File: src/rtl/adc_rd_pkg.sv
package adc_rd_pkg;
  typedef enum logic [1:0] {
    SEQ_IDLE  = 2'd0,
    SEQ_START = 2'd1,
    SEQ_WAIT  = 2'd2,
    SEQ_READ  = 2'd3
  } seq_state_t;

  localparam int unsigned SCLK_MAX_HZ = 17_000_000;
endpackage

File: src/rtl/adc_tick_timer.sv
module adc_tick_timer #(
  parameter int TMR_W = 16
) (
  input  logic             clk,
  input  logic             rst_n,
  input  logic [TMR_W-1:0] period,
  output logic             tick
);
  logic [TMR_W-1:0] cnt_q, cnt_d;
  logic             hit;

  always_comb begin
    hit = (cnt_q == '0);
    if (hit) cnt_d = (period == '0) ? '0 : period - 1'b1;
    else     cnt_d = cnt_q - 1'b1;
  end

  always_ff @(posedge clk or negedge rst_n) begin
    if (!rst_n) cnt_q <= '0;
    else        cnt_q <= cnt_d;
  end

  assign tick = hit;
endmodule

File: src/rtl/adc_seq_fsm.sv
module adc_seq_fsm
  import adc_rd_pkg::*;
#(
  parameter int TMR_W = 16,
  parameter int PW_W  = 8,
  parameter int OVR_W = 8
) (
  input  logic             clk,
  input  logic             rst_n,
  input  logic             tick,
  input  logic             busy,
  input  logic             rd_done,
  input  logic [PW_W-1:0]  cnv_width,
  input  logic [TMR_W-1:0] timeout_cyc,
  output logic             cnv_n,
  output logic             rd_go,
  output logic             tmo_err,
  output logic [OVR_W-1:0] ovr_cnt
);
  localparam logic [PW_W-1:0]  PW_MIN  = PW_W'(2);
  localparam logic [OVR_W-1:0] OVR_MAX = '1;

  seq_state_t       state_q, state_d;
  logic [PW_W-1:0]  pw_q, pw_d, w_eff;
  logic [TMR_W-1:0] tmo_q, tmo_d;
  logic             busy_q, fall;
  logic             err_q, err_d;
  logic [OVR_W-1:0] ovr_q, ovr_d;
  logic             cnv_n_q;

  always_comb begin
    w_eff   = (cnv_width < PW_MIN) ? PW_MIN : cnv_width;
    fall    = busy_q & ~busy;
    state_d = state_q;
    pw_d    = pw_q;
    tmo_d   = tmo_q;
    err_d   = 1'b0;
    ovr_d   = ovr_q;
    rd_go   = 1'b0;
    case (state_q)
      SEQ_IDLE: if (tick) begin
        state_d = SEQ_START;
        pw_d    = '0;
        tmo_d   = '0;
      end
      SEQ_START: begin
        pw_d  = pw_q + 1'b1;
        tmo_d = tmo_q + 1'b1;
        if (pw_q >= w_eff - 1'b1) state_d = SEQ_WAIT;
      end
      SEQ_WAIT: begin
        if (fall) begin
          rd_go   = 1'b1;
          state_d = SEQ_READ;
        end else if (tmo_q >= timeout_cyc) begin
          err_d   = 1'b1;
          state_d = SEQ_IDLE;
        end else begin
          tmo_d = tmo_q + 1'b1;
        end
      end
      SEQ_READ: if (rd_done) state_d = SEQ_IDLE;
      default:  state_d = SEQ_IDLE;
    endcase
    if (tick && (state_q != SEQ_IDLE) && (ovr_q != OVR_MAX)) ovr_d = ovr_q + 1'b1;
  end

  always_ff @(posedge clk or negedge rst_n) begin
    if (!rst_n) begin
      state_q <= SEQ_IDLE;
      pw_q    <= '0;
      tmo_q   <= '0;
      busy_q  <= 1'b0;
      err_q   <= 1'b0;
      ovr_q   <= '0;
      cnv_n_q <= 1'b1;
    end else begin
      state_q <= state_d;
      pw_q    <= pw_d;
      tmo_q   <= tmo_d;
      busy_q  <= busy;
      err_q   <= err_d;
      ovr_q   <= ovr_d;
      cnv_n_q <= (state_d != SEQ_START);
    end
  end

  assign cnv_n   = cnv_n_q;
  assign tmo_err = err_q;
  assign ovr_cnt = ovr_q;

  // start pulse is at least two clocks long
  p_cnv_min_r3: assert property (@(posedge clk) disable iff (!rst_n)
    $rose(cnv_n) |-> !$past(cnv_n, 2));
  // dropped-event count never goes down
  p_ovr_mono_r9: assert property (@(posedge clk) disable iff (!rst_n)
    ovr_cnt >= $past(ovr_cnt));
  // an error pulse is a single cycle
  p_err_pulse_r8: assert property (@(posedge clk) disable iff (!rst_n)
    tmo_err |=> !tmo_err);
endmodule

File: src/rtl/adc_spi_rx.sv
module adc_spi_rx
  import adc_rd_pkg::*;
#(
  parameter int CLK_HZ     = 100_000_000,
  parameter int SCLK_HALF  = 3,
  parameter int WORD_W     = 16
) (
  input  logic              clk,
  input  logic              rst_n,
  input  logic              start,
  input  logic              sdo,
  output logic              cs_n,
  output logic              sclk,
  output logic [WORD_W-1:0] data,
  output logic              done
);
  localparam int EDGES   = 2 * WORD_W;
  localparam int EC_W    = $clog2(EDGES);
  localparam int HC_W    = (SCLK_HALF > 1) ? $clog2(SCLK_HALF) : 1;
  localparam int MIN_CYC = (CLK_HZ + SCLK_MAX_HZ - 1) / SCLK_MAX_HZ;
  localparam int GAP_W   = $clog2(MIN_CYC + 1) + 1;

  logic              act_q, act_d;
  logic              sclk_q, sclk_d;
  logic [HC_W-1:0]   hc_q, hc_d;
  logic [EC_W-1:0]   ec_q, ec_d;
  logic [WORD_W-1:0] sh_q, sh_d;
  logic [WORD_W-1:0] data_q, data_d;
  logic              done_d, done_q;
  logic              turn;

  always_comb begin
    act_d  = act_q;
    sclk_d = sclk_q;
    hc_d   = hc_q;
    ec_d   = ec_q;
    sh_d   = sh_q;
    data_d = data_q;
    done_d = 1'b0;
    turn   = (hc_q == HC_W'(SCLK_HALF - 1));
    if (!act_q) begin
      if (start) begin
        act_d  = 1'b1;
        sclk_d = 1'b0;
        hc_d   = '0;
        ec_d   = '0;
      end
    end else if (turn) begin
      hc_d   = '0;
      sclk_d = ~sclk_q;
      ec_d   = ec_q + 1'b1;
      if (sclk_q) sh_d = {sh_q[WORD_W-2:0], sdo};
      if (ec_q == EC_W'(EDGES - 1)) begin
        act_d  = 1'b0;
        done_d = 1'b1;
        data_d = {sh_q[WORD_W-2:0], sdo};
      end
    end else begin
      hc_d = hc_q + 1'b1;
    end
  end

  always_ff @(posedge clk or negedge rst_n) begin
    if (!rst_n) begin
      act_q  <= 1'b0;
      sclk_q <= 1'b0;
      hc_q   <= '0;
      ec_q   <= '0;
      sh_q   <= '0;
      data_q <= '0;
      done_q <= 1'b0;
    end else begin
      act_q  <= act_d;
      sclk_q <= sclk_d;
      hc_q   <= hc_d;
      ec_q   <= ec_d;
      sh_q   <= sh_d;
      data_q <= data_d;
      done_q <= done_d;
    end
  end

  assign cs_n = ~act_q;
  assign sclk = sclk_q;
  assign data = data_q;
  assign done = done_q;

  // clocks since the last sclk rise, saturating, for the rate check
  logic [GAP_W-1:0] gap_q;
  logic             sclk_prev;
  always_ff @(posedge clk or negedge rst_n) begin
    if (!rst_n) begin
      gap_q     <= GAP_W'(MIN_CYC);
      sclk_prev <= 1'b0;
    end else begin
      sclk_prev <= sclk;
      if (sclk && !sclk_prev)            gap_q <= GAP_W'(1);
      else if (gap_q < GAP_W'(MIN_CYC))  gap_q <= gap_q + 1'b1;
    end
  end

  // serial clock period respects the 17 MHz ceiling
  p_sclk_rate_r10: assert property (@(posedge clk) disable iff (!rst_n)
    (sclk && !sclk_prev) |-> (gap_q >= GAP_W'(MIN_CYC)));
  // clock is quiet while deselected
  p_sclk_idle_r5: assert property (@(posedge clk) disable iff (!rst_n)
    cs_n |-> !sclk);
  // strobe lasts one cycle
  p_valid_pulse_r7: assert property (@(posedge clk) disable iff (!rst_n)
    done |=> !done);
endmodule

File: src/rtl/adc_sample_reader.sv
module adc_sample_reader #(
  parameter int CLK_HZ    = 100_000_000,
  parameter int SCLK_HALF = 3,
  parameter int WORD_W    = 16,
  parameter int TMR_W     = 16,
  parameter int PW_W      = 8,
  parameter int OVR_W     = 8
) (
  input  logic              clk,
  input  logic              rst_n,
  input  logic [TMR_W-1:0]  period_cyc,
  input  logic [PW_W-1:0]   cnv_width,
  input  logic [TMR_W-1:0]  timeout_cyc,
  input  logic              busy,
  input  logic              sdo,
  output logic              cnv_n,
  output logic              cs_n,
  output logic              sclk,
  output logic [WORD_W-1:0] sample_data,
  output logic              sample_valid,
  output logic              timeout_err,
  output logic [OVR_W-1:0]  overrun_count
);
  logic tick, rd_go, rd_done;

  adc_tick_timer #(.TMR_W(TMR_W)) u_timer (
    .clk    (clk),
    .rst_n  (rst_n),
    .period (period_cyc),
    .tick   (tick)
  );

  adc_seq_fsm #(.TMR_W(TMR_W), .PW_W(PW_W), .OVR_W(OVR_W)) u_seq (
    .clk         (clk),
    .rst_n       (rst_n),
    .tick        (tick),
    .busy        (busy),
    .rd_done     (rd_done),
    .cnv_width   (cnv_width),
    .timeout_cyc (timeout_cyc),
    .cnv_n       (cnv_n),
    .rd_go       (rd_go),
    .tmo_err     (timeout_err),
    .ovr_cnt     (overrun_count)
  );

  adc_spi_rx #(.CLK_HZ(CLK_HZ), .SCLK_HALF(SCLK_HALF), .WORD_W(WORD_W)) u_rx (
    .clk   (clk),
    .rst_n (rst_n),
    .start (rd_go),
    .sdo   (sdo),
    .cs_n  (cs_n),
    .sclk  (sclk),
    .data  (sample_data),
    .done  (rd_done)
  );

  assign sample_valid = rd_done;

  // no read while the converter reports busy
  p_no_read_in_conv_r4: assert property (@(posedge clk) disable iff (!rst_n)
    !cs_n |-> !busy);
  // a timed-out attempt never selects the converter
  p_err_no_read_r8: assert property (@(posedge clk) disable iff (!rst_n)
    timeout_err |-> cs_n);
endmodule

File: config.mk
export PLATFORM = sky130hd
export DESIGN_NAME = adc_sample_reader
export DESIGN_NICKNAME = d
export VERILOG_FILES = /design/src/rtl/adc_rd_pkg.sv /design/src/rtl/adc_tick_timer.sv /design/src/rtl/adc_seq_fsm.sv /design/src/rtl/adc_spi_rx.sv /design/src/rtl/adc_sample_reader.sv
export SDC_FILE = /design/constraint.sdc
export NUM_CORES = 1
export LEC_CHECK = 0
export BUFFER_PORTS_ARGS = -buffer_cell sky130_fd_sc_hd__buf_2
export CORE_UTILIZATION = 44
export CTS_CLUSTER_SIZE = 10
export DETAILED_ROUTE_END_ITERATION = 6
export PLACE_DENSITY = 0.66
export SLEW_MARGIN = 20
export SYNTH_ARGS = -nofsm -noshare
export SYNTH_HDL_FRONTEND = slang
export SYNTH_HIERARCHICAL = 1
export SYNTH_SLANG_ARGS = --single-unit
File: constraint.sdc
create_clock -name clk -period 2.9 [get_ports clk]
set_input_delay 0.435 -clock clk [delete_from_list [all_inputs] [get_ports clk]]
set_output_delay 0.435 -clock clk [all_outputs]
set_load 0.005 [all_outputs]
== Word-level counts from Yosys, hierarchy flattened ==
Cells that the tools add are included.

* Bitwise logic cells: 4
* Reductions and logical operators: 14
* Multiplexer cells: 36
* Add/subtract/negate cells: 8
* Equal/unequal tests: 11
* Order comparisons: 3

{| class="wikitable"
|+ Operators by type and width
! operator !! count
|-
| two-way mux 16 bit || 5
|-
| one-hot mux 16 bit (3 select lines) || 1
|-
| zero test 16 bit || 2
|-
| subtractor 16 x 1 -> 16 bit (second input constant) || 2
|-
| adder 16 x 1 -> 16 bit (second input constant) || 1
|-
| adder 8 x 1 -> 8 bit (second input constant) || 2
|-
| >= comparator 16 bit || 1
|-
| two-way mux 2 bit || 8
|-
| two-way mux 8 bit || 2
|-
| one-hot mux 8 bit (2 select lines) || 1
|-
| two-way mux 1 bit || 15
|-
| two-way mux 5 bit || 3
|-
| >= comparator 8 bit || 1
|-
| less-than comparator 8 x 2 -> 1 bit (second input constant) || 1
|-
| != test 8 bit (second input constant) || 1
|-
| one-hot mux 2 bit (4 select lines) || 1
|-
| subtractor 8 x 1 -> 8 bit (second input constant) || 1
|-
| equality test 2 bit (second input constant) || 3
|-
| != test 2 bit (second input constant) || 3
|-
| AND reduction 3 bit || 2
|-
| nonzero test 2 bit || 3
|-
| adder 5 x 1 -> 5 bit (second input constant) || 1
|-
| equality test 5 bit (second input constant) || 1
|-
| != test 2 x 1 -> 1 bit (second input constant) || 2
|-
| 9 further kinds || 13
|}

* Word-level logic and storage cells: 91
* Register bits: 94
* Output and inout port bits: 29
* Input port bits: 44

== Longest topological paths before layout ==
* Word-level depth: 7
* Mapped depth: 14
* Mapped depth without buffers: 14

== By module ==
Netlist, hierarchy kept.

{| class="wikitable"
|+ Modules (own cells, without submodules)
! module !! cells an instance !! area each (µm²) !! times used !! seq. area each (µm²)
|-
| adc_seq_fsm || 291 || 2618.8 || 1 || 927.1
|-
| adc_spi_rx || 111 || 1740.4 || 1 || 1026.0
|-
| adc_tick_timer || 130 || 1193.6 || 1 || 400.4
|}

== Worst setup path before layout ==
No wires, ideal clock.

* Path type: input -> register
* From: input port cnv_width[6]
* To: register u_seq.state_q[1]
* Slack: -0.344 ns
* Setup time: 0.126 ns
* Data arrival time: 3.118 ns
* Stages on the path: 12
* Cells stage by stage: or4_1 -> or2_2 -> o31ai_1 -> ha_1 -> nand2_1 -> nor3_1 -> xnor2_1 -> ha_1 -> o21a_1 -> o22ai_1 -> a21oi_1 -> a311o_1

* Word-level cells in the longest chain between the ends: 6

{| class="wikitable"
|+ RTL lines
! element !! RTL line !! text
|-
| start: declaration || adc_sample_reader.sv:12 || <nowiki>input logic [PW_W-1:0] cnv_width,</nowiki>
|-
| less-than comparator 8 x 2 -> 1 bit || adc_seq_fsm.sv:32 || <nowiki>w_eff = (cnv_width < PW_MIN) ? PW_MIN : cnv_width;</nowiki>
|-
| two-way mux 8 bit (*) || adc_seq_fsm.sv:32 ||
|-
| subtractor 8 x 1 -> 8 bit (*) || adc_seq_fsm.sv:49 || <nowiki>if (pw_q >= w_eff - 1'b1) state_d = SEQ_WAIT;</nowiki>
|-
| >= comparator 8 bit (*) || adc_seq_fsm.sv:49 ||
|-
| two-way mux 2 bit (*) || adc_seq_fsm.sv:49 ||
|-
| one-hot mux 2 bit (4 select lines) (*) || adc_seq_fsm.sv:40 || <nowiki>case (state_q)</nowiki>
|-
| via u_seq.state_d[1] || adc_seq_fsm.sv:23 || <nowiki>seq_state_t state_q, state_d;</nowiki>
|-
| end signal: assignment || adc_seq_fsm.sv:78 || <nowiki>state_q <= state_d;</nowiki>
|-
| end: declaration || adc_seq_fsm.sv:23 ||
|}

Mark *: on every way through the listed nets, which the timed path passes. The rest lies on a longest branch.
A chain may end at the register's enable or synchronous reset.

== Worst setup path after layout ==
Same ends and word-level chain as after synthesis.

==> metrics.cfg <==
[critical_path]
cpMaxStageDelayCell = or4_4
r2r-start = u_timer/cnt_q[7]$_DFF_PN0_
worstSetupPathType = input port to register
worstSetupEndpointType = register
cp_max_fo = 3
max_stage_delay_ps = 530
arrival_ps = 3110
crit_start = cnv_width[6]
crit_required_ps = 3120
crit_family = simple AND/OR/NAND/NOR gates
path_cells = buf_6, or4_4, or2_4, o31ai_4, ha_2, nand2_2, nor3_2, xnor2_1, ha_1, o21a_1, o22ai_2, a21oi_2, a311o_1
startpoint_type = input port
cp_num_buf_inv = 1

[clock_tree]
cts_buffer_depth = 2
cts_root_buf = clkbuf_16
clock-sinks = 94
clk_latency_ps = 340
numCtsBuffers = 9
htreeDepth = 3
cts_hold_buf = 0
clkSlewWorstSetupHoldPaths_ps = 70
tritoncts = done

[logic_synthesis]
synthDistinctLibCells = 63
ys_seq_area_frac = 0.424
synth_area_leaders = dfrtp_1 42%, ha_1 8.6%, mux2_4 5.4%
ys_warn_count = 6
syn_nets = 614
synth_async_sr_flop_share = 1.00
synth_top_cell_by_area = dfrtp_1
yosys.area.top_type_share = 0.419
postSynthCellCount = 532
avgSynthCellArea_sq_um = 10.4
synth_edf_count = 0
ys.flop_type = dfrtp_1
syn_area_sq_um = 5550
yosys_register_bits = 94

[power_and_ir_drop]
p_leak_nw = 3.17
power_w = 0.00375
powerDensity_nw_per_um2 = 569
peakVddDrop_mv = 0.242

[placement]
dp_hpwl_microns = 8300
place.port_buffers = 72
gp_congestion = 0.848

[global_routing]
grt_usage = 0.187
grt_pass1_vias = 4233
antenna_found_initial = 0
grt_pass1_wl_microns = 19500
grt_remaining_overflow = 0
grt_max_degree = 43

[layout]
final_common_cell = dfrtp_1
final_cell_mix = 93 x dfrtp_1, 70 x buf_2, 39 x nor2_1
fin_nets = 701
nFillCells = 1095
synthToLayoutAreaGrowth_pct = 18.7
final_layout_size_suffix_gt1_frac = 0.279
n_antenna_cell = 0

[routing]
wl_per_cell_microns = 14.0
firstDrtPassIters = 4
drc = 0
dr_total_vias = 4242
wirelength_microns = 11100
drtIter0Drc = 124
ant_nets = 0
vias_per_cell = 5.36

[status]
outcome = finished clean

[sta]
min_period_ps = 2890
rsz0062_at_grt = yes
whs_ps = 71.5
finalMaxSlewViolations = 0
setup_viol = 0
relSlewSlack = 0.629
tightest_slew_ps = 554
finClkSkew_ps = 5.08
fmax_mhz = 346
post-route-period-util = 0.996
hold_viol = 0

[die]
rows = 40
die_h_microns = 114
core_sq_um = 12200
die_w_microns = 114
ios = 73
die_area_sq_um = 13100
initial_core_util = 0.457

[run]
maxCapViolCount = 0

[hold_path]
hp-class = input port to async pin

## final timing paths
path / end / slack, ps / cells after the start
worst max-delay path: u_seq/state_q[1]$_DFF_PN0_ / 10 / 13
worst min-delay path: u_timer/cnt_q[0]$_DFF_PN0_ / 70 / 1
worst max register to register: u_seq/tmo_q[8]$_DFFE_PN0P_ / 100 / 9
worst min register to register: u_seq/ovr_cnt[5]$_DFFE_PN0P_ / 500 / 1
max in group asynchronous: u_seq/tmo_q[11]$_DFFE_PN0P_ / 2170 / 2
min in group clk: u_seq/busy_q$_DFF_PN0_ / 220 / 1
## kinds of logic after synthesis
logic type | synth area share
AOI/OAI and AO/OA | 0.123
and+or+nand+nor | 0.170
xor gates and xnor gates | 0.0694
DFF | 0.424
muxes | 0.0877
adders and majority gates | 0.0856
buffers and inverters | 0.0401
## cell type report
type / instances / area (sq um) / share of cell area
well taps: 168 / 210 / 0.0319
multi-input cells: 390 / 3050 / 0.463
flip-flops and latches: 94 / 2350 / 0.357
inverters: 35 / 131 / 0.0199
clock inverters: 7 / 111 / 0.0169
repair buffers: 89 / 509 / 0.0773
clock buffers: 9 / 225 / 0.0342
## repair_timing
item,4_1_cts,5_1_grt
gates resized for setup,3,5
setup endpoints to repair,1,8
pin swaps,0,1
buffers inserted,0,1
## synthesized netlist by cell type (all sizes together), types with 6 or more instances
master / n
nor2: 40
dfrtp: 93
mux2: 33
ha: 38
nor4: 7
xor2: 23
a31oi: 7
nand3: 22
and3: 7
o21ai: 36
nor3: 10
o31ai: 13
inv: 34
buf: 7
o22ai: 10
a21oi: 17
or4: 6
clkbuf: 6
or3: 7
nand4: 10
nand2: 36
xnor2: 21
## flip-flops by register name (all words and copies together) (netlist names), 2 cells and up
| name | count |
|---|---|
| u_rx/sh_q | 15 |
| u_rx/hc_q | 2 |
| u_rx/ec_q | 5 |
| u_seq/tmo_q | 16 |
| u_timer/cnt_q | 16 |
| u_seq/pw_q | 8 |
| u_seq/ovr_cnt | 8 |
| u_seq/state_q | 2 |
| u_rx/data | 16 |
## through the flow
| step | cells | instance area, sq um | TNS (ps) | worst slack, ps | utilization |
|---|---|---|---|---|---|
| 2_1_floorplan | 532 | 5600 | -124 | -124 | - |
| 3_3_place_gp | 775 | 6210 | -576 | -303 | 0.511 |
| 3_5_place_dp | 775 | 6210 | -849 | -410 | 0.511 |
| 4_1_cts | 791 | 6560 | -6.49 | -6.49 | 0.540 |
| 5_1_grt | 792 | 6590 | -138 | -138 | 0.542 |
| 6_report | 792 | 6590 | 0 | 11.7 | 0.542 |
## per-layer routing
metal | vias to the layer above | global-route usage | wire length (microns)
met5 | - | 0 | 0
met4 | 0 | 0.0866 | 269
met3 | 20 | 0.0281 | 444
met2 | 97 | 0.315 | 5260
met1 | 2052 | 0.238 | 5140
li1 | 2073 | - | -
## power breakdown
group          internal [W]  total, W  switching [W]
Combinational      0.000346  0.000752       0.000406
Clock              0.000780   0.00133       0.000545
Sequential          0.00146   0.00167       0.000207
Total               0.00259   0.00375        0.00116
(Power assumes the default switching activity.)
